--- src/rtl/gpio16_edge_port.sv ---
module gpio16_edge_port #(
  parameter int W  = 16,
  parameter int AW = 5
) (
  input  logic          clk,
  input  logic          rst_n,
  input  logic          bus_sel,
  input  logic          bus_we,
  input  logic          bus_wide,
  input  logic [AW-1:0] bus_addr,
  input  logic [W-1:0]  bus_wdata,
  output logic [W-1:0]  bus_rdata,
  output logic          bus_err,
  input  logic [W-1:0]  pin_in,
  output logic [W-1:0]  pin_out,
  output logic          irq
);

  localparam logic [AW-1:0] A_IN   = AW'(5'h00);
  localparam logic [AW-1:0] A_OUT  = AW'(5'h04);
  localparam logic [AW-1:0] A_DIR  = AW'(5'h08);
  localparam logic [AW-1:0] A_EDGE = AW'(5'h0C);
  localparam logic [AW-1:0] A_MASK = AW'(5'h10);
  localparam logic [AW-1:0] A_STAT = AW'(5'h14);
  localparam logic [AW-1:0] A_PEN  = AW'(5'h18);
  localparam logic [W-1:0]  ONES   = {W{1'b1}};

  logic [W-1:0] out_q, dir_q, edge_q, mask_q, pen_q, stat_q, pin_q;
  logic [W-1:0] sy1_q, sy2_q, old_q;
  logic [W-1:0] hit, chg;
  logic acc, wr;
  logic wr_out, wr_dir, wr_edge, wr_mask, wr_stat, wr_pen;

  assign acc     = bus_sel & bus_wide;
  assign wr      = acc & bus_we;
  assign wr_out  = wr & (bus_addr == A_OUT);
  assign wr_dir  = wr & (bus_addr == A_DIR);
  assign wr_edge = wr & (bus_addr == A_EDGE);
  assign wr_mask = wr & (bus_addr == A_MASK);
  assign wr_stat = wr & (bus_addr == A_STAT);
  assign wr_pen  = wr & (bus_addr == A_PEN);
  assign bus_err = bus_sel & ~bus_wide;

  assign hit = dir_q & ~mask_q &
               ((edge_q & sy2_q & ~old_q) | (~edge_q & ~sy2_q & old_q));
  assign chg = dir_q ^ bus_wdata;

  always_ff @(posedge clk or negedge rst_n) begin
    if (!rst_n) begin
      sy1_q <= '0;
      sy2_q <= '0;
      old_q <= '0;
    end else begin
      sy1_q <= pin_in;
      sy2_q <= sy1_q;
      old_q <= sy2_q;
    end
  end

  always_ff @(posedge clk or negedge rst_n) begin
    if (!rst_n) begin
      out_q  <= ONES;
      dir_q  <= ONES;
      edge_q <= ONES;
      mask_q <= ONES;
      pen_q  <= ONES;
    end else begin
      if (wr_out)  out_q  <= bus_wdata;
      if (wr_dir)  dir_q  <= bus_wdata;
      if (wr_edge) edge_q <= bus_wdata;
      if (wr_mask) mask_q <= bus_wdata;
      if (wr_pen)  pen_q  <= bus_wdata;
    end
  end

  always_ff @(posedge clk or negedge rst_n) begin
    if (!rst_n) stat_q <= '0;
    else        stat_q <= (stat_q & ~(wr_stat ? bus_wdata : '0)) | hit;
  end

  always_ff @(posedge clk or negedge rst_n) begin
    if (!rst_n)
      pin_q <= '0;
    else if (wr_out)
      pin_q <= (pin_q & dir_q) | (bus_wdata & ~dir_q);
    else if (wr_dir)
      pin_q <= (pin_q & ~chg) | (out_q & ~bus_wdata & chg);
  end

  assign pin_out = pin_q;
  assign irq     = |stat_q;

  always_comb begin
    bus_rdata = '0;
    if (acc && !bus_we) begin
      case (bus_addr)
        A_IN:    bus_rdata = sy2_q & pen_q;
        A_OUT:   bus_rdata = out_q;
        A_DIR:   bus_rdata = dir_q;
        A_EDGE:  bus_rdata = edge_q;
        A_MASK:  bus_rdata = mask_q;
        A_STAT:  bus_rdata = stat_q;
        A_PEN:   bus_rdata = pen_q;
        default: bus_rdata = '0;
      endcase
    end
  end

  assert_pin_only_on_write_R3: assert property (@(posedge clk) disable iff (!rst_n)
    (pin_q != $past(pin_q)) |-> $past(wr_out | wr_dir));

  assert_no_masked_set_R6: assert property (@(posedge clk) disable iff (!rst_n)
    1'b1 |-> ((stat_q & ~$past(stat_q) & ($past(mask_q) | ~$past(dir_q))) == '0));

  assert_irq_fall_needs_clear_R8: assert property (@(posedge clk) disable iff (!rst_n)
    $fell(irq) |-> $past(wr_stat));

  assert_narrow_no_write_R9: assert property (@(posedge clk) disable iff (!rst_n)
    (bus_sel && bus_we && !bus_wide) |=>
      ($stable(out_q) && $stable(dir_q) && $stable(edge_q) && $stable(mask_q) && $stable(pen_q)));

  assert_narrow_reads_zero_R9: assert property (@(posedge clk) disable iff (!rst_n)
    bus_err |-> (bus_rdata == '0));

endmodule

--- config.mk ---
export PLATFORM = sky130hd
export DESIGN_NAME = gpio16_edge_port
export DESIGN_NICKNAME = d
export VERILOG_FILES = /design/src/rtl/gpio16_edge_port.sv
export SDC_FILE = /design/constraint.sdc
export NUM_CORES = 1
export LEC_CHECK = 0
export ABC_AREA = 1
export BUFFER_PORTS_ARGS = -buffer_cell sky130_fd_sc_hd__buf_2
export CORE_UTILIZATION = 38
export CTS_BUF_LIST = sky130_fd_sc_hd__clkbuf_16
export DETAILED_ROUTE_END_ITERATION = 6
export GPL_ROUTABILITY_DRIVEN = 0
export REMOVE_ABC_BUFFERS = 1
export SYNTH_ARGS = -nofsm -noshare
export SYNTH_HDL_FRONTEND = slang
export SYNTH_SLANG_ARGS = --single-unit
--- constraint.sdc ---
create_clock -name clk -period 1.3 [get_ports clk]
set_input_delay 0.195 -clock clk [delete_from_list [all_inputs] [get_ports clk]]
set_output_delay 0.195 -clock clk [all_outputs]
set_load 0.02 [all_outputs]
After elaboration in Yosys (flattened, before gate mapping) --
Cells that the tools add are included.
Storage, ports and cells: register bits after elaboration 160, bits of input ports 42, output and inout bits 34, logic and storage cells 62
Cells by class: eq/ne operators 6, muxes and demuxes 5, bitwise gates (word level) 36, reduce and logical (&&, ||, !) cells 5
Operators by type and width (count):
- $and A16 B16 Y16 | 13
- $not A16 Y16 | 8
- $pmux W16 S7 | 1
- $mux W16 | 4
- $or A16 B16 Y16 | 4
- $reduce_or A16 Y1 | 1
- $xor A16 B16 Y16 | 1
- $eq A5 B5 Y1 const B | 3
- $eq A5 B4 Y1 const B | 2
- $and A1 B1 Y1 | 9
- $eq A5 B3 Y1 const B | 1
- $logic_not A5 Y1 | 1
- $reduce_bool A2 Y1 | 1
- $logic_and A1 B1 Y1 | 1
- $logic_not A1 Y1 | 1
- $not A1 Y1 | 1

Depth between registers and ports, before layout --
Gate-level depths: netlist of run 1.
depth in word-level cells 7, mapped depth 11, depth with buffers taken out 9

Worst setup path before layout of run 1 --
OpenSTA, ideal clock, no wires.
path kind input to output, from input bus_addr[4], to output bus_rdata[10], arrival 1405 ps, data required time 1105 ps, path slack -300 ps, stages on the path 8, path buffers 3, path through buf_2 -> inv_2 -> buf_4 -> buf_1 -> nand4_1 -> nand2_1 -> nor2_1 -> a21oi_1
Between the ends: longest elaborated chain between the ends 3, elaborated cells on any way between the ends 9, classes of those cells 6 x eq/ne; 2 x mux; 1 x reduce/logical
RTL lines:
- start: declaration | RTL line 10 | input logic [AW-1:0] bus_addr,
- $eq A5 B5 Y1, or another cell as far along | RTL line 96 | case (bus_addr)
- $pmux W16 S7 (*) | RTL line 96
- $mux W16 (*) | RTL line 95 | if (acc && !bus_we) begin
- end: declaration | RTL line 12 | output logic [W-1:0] bus_rdata,
Every way passes the cells marked *; elsewhere a longest branch is shown, timed or not.

Worst setup path in the final report of run 1 --
from register stat_q[8], to output irq
Between the ends: longest elaborated chain between the ends 1
RTL lines:
- start: declaration | RTL line 28 | logic [W-1:0] out_q, dir_q, edge_q, mask_q, pen_q, stat_q, pin_q;
- start signal: assignment | RTL line 78 | else stat_q <= (stat_q & ~(wr_stat ? bus_wdata : '0)) | hit;
- $reduce_or A16 Y1 | RTL line 91 | assign irq = |stat_q;
- end: declaration | RTL line 16 | output logic irq
No other way between the ends.

==> impl_metrics.yaml, run 1 <==
floorplan:
  core_area_mm2: 0.0197
  io_pins: 76
  fp.dieH_um: 145
  design.die.area_mm2: 0.0210
  initial_core_util_pct: 39.3
  die_width_um: 145
  row_count: 51
drt:
  viasPerCell: 5.15
  postRouteAntennaNets: 0
  postRouteWirelength_um: 23100
  wl_per_cell_um: 16.2
  dr_total_vias: 7329
  drt_iter0_drc: 486
  first_pass_iters: 5
  drcViolationCount: 0
worst_hold_path:
  hold_class: "primary input to flop"
sta:
  hold_viol: 0
  finalSetupViolations: 17
  worstMarginPinSlew_ns: 0.457
  slew-limit-headroom_pct: 69.5
  clock.fmax_mhz: 543
  rsz0062_at_grt: "yes"
  slew_violations: 0
  period_needed_ns: 1.84
  setup_ws_ns: -0.541
  finalCritPeriodShare_pct: 142
  skew_ns: 0.00679
global_route:
  grt_pass1_vias: 6906
  met2_usage_pct: 38.8
  grt_use_met3_pct: 4.84
  busiest_layer: "met2"
  grt_pass1_wl_um: 36300
  grt_max_degree: 53
  gr-total-overflow: 0
  met1_usage_pct: 29.4
  grt_usage_pct: 23.2
  antenna_found_initial: 0
synth:
  synth_compound_area_share_pct: 10.3
  syn_avg_cell_area_um2: 8.11
  synth.area.mux_share_pct: 0
  synth-xor-area-share_pct: 0
  synthSimpleGateAreaFrac_pct: 30.8
  ys_ff_latch: 160
  netlist_area_mm2: 0.00776
  yosys_warnings: 0
  synth_top_area_share_pct: 27.1
  synth_largest_area_cell: "dfstp_2"
  synth_cell_type_count: 23
  synth.yosys.seq_area_share_pct: 52.9
  syn_inst: 957
  synth_top_family_by_area: "simple AND/OR/NAND/NOR gates"
  yosys.area_share.adder_pct: 0
  synth_area_leaders: "dfstp_2 27%, dfrtp_1 26%, nand2_1 14%"
worst_setup_path:
  crit_chain: "nor4_4 -> buf_4 -> nand4_1 -> buf_4"
  max_stage_delay_ns: 0.41
  critPathKind: "flop to output pin"
  crit_fanout: 2
  required_ns: 1.11
  crit_slowest_cell: "dfrtp_1"
  cp.arrival_ns: 1.65
  startpoint_type: "flop"
  cpMostUsedCell: "buf_4"
  endpoint_kind: "output pin"
run:
  max_cap_violations: 0
place:
  pre_cts_slack_ns: -0.439
  dpl.cell_count: 1365
  numPortBuffers: 75
  dpl.hpwl_um: 15700
run_status:
  violations: "negative setup slack"
  status: "complete, but fails checks"
finish:
  fin_nets: 1187
  drive_gt1_share_pct: 31.3
  multiInputGateArea_mm2: 0.00337
  regArea_mm2: 0.00410
  insertedDiodeCount: 0
  syn2layout_area_growth_pct: 34.1
  fillers: 1820
  fin_cells: 1423
clock_network:
  cts_root_buf: "clkbuf_16"
  clkTransAtPathRegs_ns: 0.06
  clockBufferDepth: 2
  cts_buffers: 17
  htree_levels: 4
  cts_tree: "yes"
  cts_sinks: 160
  clk_latency_ns: 0.43
pwr:
  p_per_area_mw_per_mm2: 1160
  vdd_drop_max_uv: 842
  leakage_nw: 4.84
## worst max-delay path: cells and delay by family, from the launching register on
kind | cells | cell delay, ns
simple gates | 2 | 0.44
flops | 1 | 0.41
buf+inv | 2 | 0.36
## cell families after synthesis
kind of cell           after synthesis
buffers and inverters              112
and+or+nand+nor                    525
DFF                                160
AOI/OAI and AO/OA                  160
## flip-flops by register name, indices dropped and copies added, names as in the netlist, named ones only
signal	cells
edge_q	16
out_q	16
mask_q	16
stat_q	16
sy2_q	16
dir_q	16
sy1_q	16
pen_q	16
old_q	16
## final cells by class
class                      count  share of cell area, %
sequential                   160                   39.5
multi-input combinational    685                   32.4
timing repair buffer         222                   17.3
clock buffer                  17                   4.09
tap                          265                   3.19
inverter                      59                   2.13
clock inverter                15                   1.49
## path summary, 6_finish.rpt
kind,start,endpoint,slack (ns),cells after the start
worst max-delay path,stat_q[8]$_DFF_PN0_,irq,-0.54,4
max in group asynchronous,rst_n,out_q[2]$_DFFE_PN1N_,0.56,3
worst min register to register,sy1_q[0]$_DFF_PN0_,sy2_q[0]$_DFF_PN0_,0.34,0
worst max register to register,dir_q[13]$_DFFE_PN1P_,flop,0.07,7
min in group asynchronous,rst_n,async pin,0.19,2
worst min-delay path,bus_wdata[8],flop,0.13,5
## cell usage in the layout (no fill, tap or decap), types with 4 or more instances in the layout
master	n
nand2_1	287
nor2_4	5
buf_6	18
dfrtp_1	80
inv_2	4
nor2_2	9
dfstp_2	80
nor2_1	46
o21ai_1	31
o21ai_0	97
nand3_1	41
nand2_2	7
a21oi_2	11
clkbuf_16	17
dlygate4sd3_1	17
nand3b_1	16
buf_2	56
buf_12	13
a21oi_1	21
buf_4	118
nand3_2	9
inv_1	58
nand4_1	97
## timing repair
item / 4_1_cts / 5_1_grt
endpoints found under the hold margin: 100 / 0
setup buffers: 6 / 3
pin swaps: 84 / 35
resized for setup: 28 / 53
setup endpoints to repair: 17 / 36
hold buffers: 17 / 0
## report_power, final
group	internal (mW)	total, mW	switching [mW]	leakage [nW]
Sequential	5.46	5.68	0.223	1.76
Clock	2.98	5.01	2.04	0.291
Combinational	0.606	1.39	0.785	2.79
Total	9.04	12.1	3.04	4.84
## routing by layer
metal | part of all wire, % | wire length (µm)
met5 | 0 | 0
met1 | 45 | 10400
met3 | 5.0 | 1150
met4 | 2.0 | 452
met2 | 48 | 11100
## per-stage QoR
step | TNS (ns) | utilization, % | instance area [µm²] | total power, mW | hold slack (ns)
finish | -6.82 | 52.8 | 10400 | 12.1 | 0.130
global route | -8.40 | 52.8 | 10400 | 12.6 | 0.137
CTS | -7.23 | 51.7 | 10200 | 12.2 | 0.115
detailed placement | -31.83 | 47.2 | 9310 | 7.02 | 0.0649
global placement | -29.97 | 47.2 | 9310 | 7.00 | 0.0710
floorplan | -215.08 | - | 7520 | 6.23 | -0.101
## cell usage after synthesis (all sizes together)
cell type and number:
dfrtp 80, dfstp 80, or2 1, o21ai 128, nand4 97, buf 26
nand3b 16, nand3 52, clkinv 1, nand2 295, nor4 4, nor2 60
inv 58, clkbuf 27, a21oi 32
No activity file was read; power rests on OpenSTA's default activity.
==> inputs of run 2 (changes only) <==
--- a/config.mk
+++ b/config.mk
@@ -7,11 +7,13 @@
 export LEC_CHECK = 0
 export ABC_AREA = 1
 export BUFFER_PORTS_ARGS = -buffer_cell sky130_fd_sc_hd__buf_2
-export CORE_UTILIZATION = 38
+export CORE_UTILIZATION = 50
 export CTS_BUF_LIST = sky130_fd_sc_hd__clkbuf_16
 export DETAILED_ROUTE_END_ITERATION = 6
 export GPL_ROUTABILITY_DRIVEN = 0
+export PLACE_DENSITY = 0.72
 export REMOVE_ABC_BUFFERS = 1
+export SKIP_CTS_REPAIR_TIMING = 1
 export SYNTH_ARGS = -nofsm -noshare
 export SYNTH_HDL_FRONTEND = slang
 export SYNTH_SLANG_ARGS = --single-unit
==> impl_metrics.yaml, run 2 (synthesis results as in run 1) <==
sta:
  worstMarginPinSlew_ns: 0.333
  slew_violations: 0
  skew_ns: 0.00617
  setup_ws_ns: -0.535
  clock.fmax_mhz: 545
  finalSetupViolations: 17
  period_needed_ns: 1.83
  finalCritPeriodShare_pct: 141
  slew-limit-headroom_pct: 77.6
  hold_viol: 0
  timing.hold.ws_ns: 0.131
  rsz0062_at_grt: "yes"
run_status:
  status: "complete, but fails checks"
  violations: "negative setup slack"
finish:
  insertedDiodeCount: 0
  drive_gt1_share_pct: 30.4
  fin_nets: 1177
  syn2layout_area_growth_pct: 31.2
  layout_commonest_cell: "nand2_1"
  final_cell_mix: "292 x nand2_1, 111 x buf_4, 102 x o21ai_0, 97 x nand4_1"
worst_hold_path:
  worstHoldPathCells: 3
  hold_class: "primary input to flop"
clock_network:
  cts_buffers: 17
  htree_levels: 4
  cts_root_buf: "clkbuf_16"
  cts_tree: "yes"
  clockBufferDepth: 2
  cts_sinks: 160
  clk_latency_ns: 0.43
  clkTransAtPathRegs_ns: 0.07
floorplan:
  die_width_um: 127
  design.die.area_mm2: 0.0160
  row_count: 45
  fp.dieH_um: 127
  initial_core_util_pct: 51.2
  io_pins: 76
  core_area_mm2: 0.0151
worst_setup_path:
  max_stage_delay_ns: 0.42
  crit_chain: "nor4_4 -> buf_4 -> nand4_1 -> buf_4"
  reg2reg_depth: 7
  cpMostUsedCell: "buf_4"
  crit_fanout: 3
  critPathKind: "flop to output pin"
  endpoint_kind: "output pin"
  startpoint_type: "flop"
  required_ns: 1.11
  cp.arrival_ns: 1.64
  crit_slowest_cell: "dfrtp_1"
pwr:
  leakage_nw: 4.76
  p_per_area_mw_per_mm2: 1160
  vdd_drop_max_uv: 918
  power_mw: 11.9
drt:
  drcViolationCount: 0
  first_pass_iters: 7
  viasPerCell: 5.67
  dr_total_vias: 7574
  drt_iter0_drc: 692
  postRouteWirelength_um: 22500
  wl_per_cell_um: 16.8
  postRouteAntennaNets: 0
place:
  dpl.hpwl_um: 14700
  numPortBuffers: 75
global_route:
  grt_usage_pct: 28.8
  grt_max_degree: 46
  grt_pass1_vias: 6909
  grt_pass1_wl_um: 35300
  antenna_found_initial: 0
  gr-total-overflow: 0
run:
  max_cap_violations: 0
## run 2: cell count changes in the layout (fill, tap and decap cells not counted), moves of 4 or more
cell	before	now
buf_4	118	111
nand3_1	41	51
o21ai_0	97	102
nor2_2	9	17
nand2_2	7	3
nand3_2	9	1
buf_6	18	9
nor2_1	46	38
buf_12	13	18
o21ai_1	31	26
nand2_1	287	292
## run 2: area by class of cell
cell class	instances	area, µm²
fill	1167	4970
multi-input combinational	685	3310
sequential	160	4100
inverter	59	221
clock buffer	17	425
clock inverter	15	136
timing repair buffer	212	1750
tap	188	235
## run 2: where the power goes
group / internal (mW) / switching, mW / leakage, nW / total (mW)
combinational: 0.596 / 0.781 / 2.74 / 1.38
clock: 2.65 / 2.14 / 0.267 / 4.79
sequential: 5.46 / 0.231 / 1.76 / 5.69
## run 2: layer usage
layer  track usage [%]  up-vias  wire length, µm
met5                 0        -                0
met4              10.9        0              533
met3              5.19       41             1420
met2              45.7      317            10600
met1              39.5     3625             9900
li1                  -     3591                -
## run 2: path summary, 6_finish.rpt
| kind | startpoint | to | slack (ns) |
|---|---|---|---|
| max in group asynchronous | rst_n | edge_q[14]$_DFFE_PN1P_ | 0.60 |
| max reg2reg | dir_q[13]$_DFFE_PN1P_ | flop | 0.04 |
| min in group asynchronous | rst_n | async pin | 0.16 |
| min reg2reg | sy1_q[0]$_DFF_PN0_ | sy2_q[0]$_DFF_PN0_ | 0.35 |
| max | stat_q[10]$_DFF_PN0_ | irq | -0.53 |
| min | bus_wdata[0] | out_q[0]$_DFFE_PN1N_ | 0.13 |
## run 2: worst max-delay path, delay by kind of cell, from the launching register on
kind	cells	cell delay [ns]
flops	1	0.42
simple gates	2	0.42
buf+inv	2	0.37
## run 2: metrics by stage
stage                     setup slack [ns]  std cells  TNS (ns)  instance area (µm²)  util [%]
final                               -0.535       1336     -6.97                10200      67.2
after global routing                -0.585       1336     -8.08                10200      67.2
after CTS                           -0.625       1310     -8.03                 9750      64.4
after detailed placement            -0.452       1278    -30.65                 9190      60.7
after global placement              -0.414       1278    -26.00                 9190      60.7
after floorplan                      -2.17        904   -215.08                 7520         -
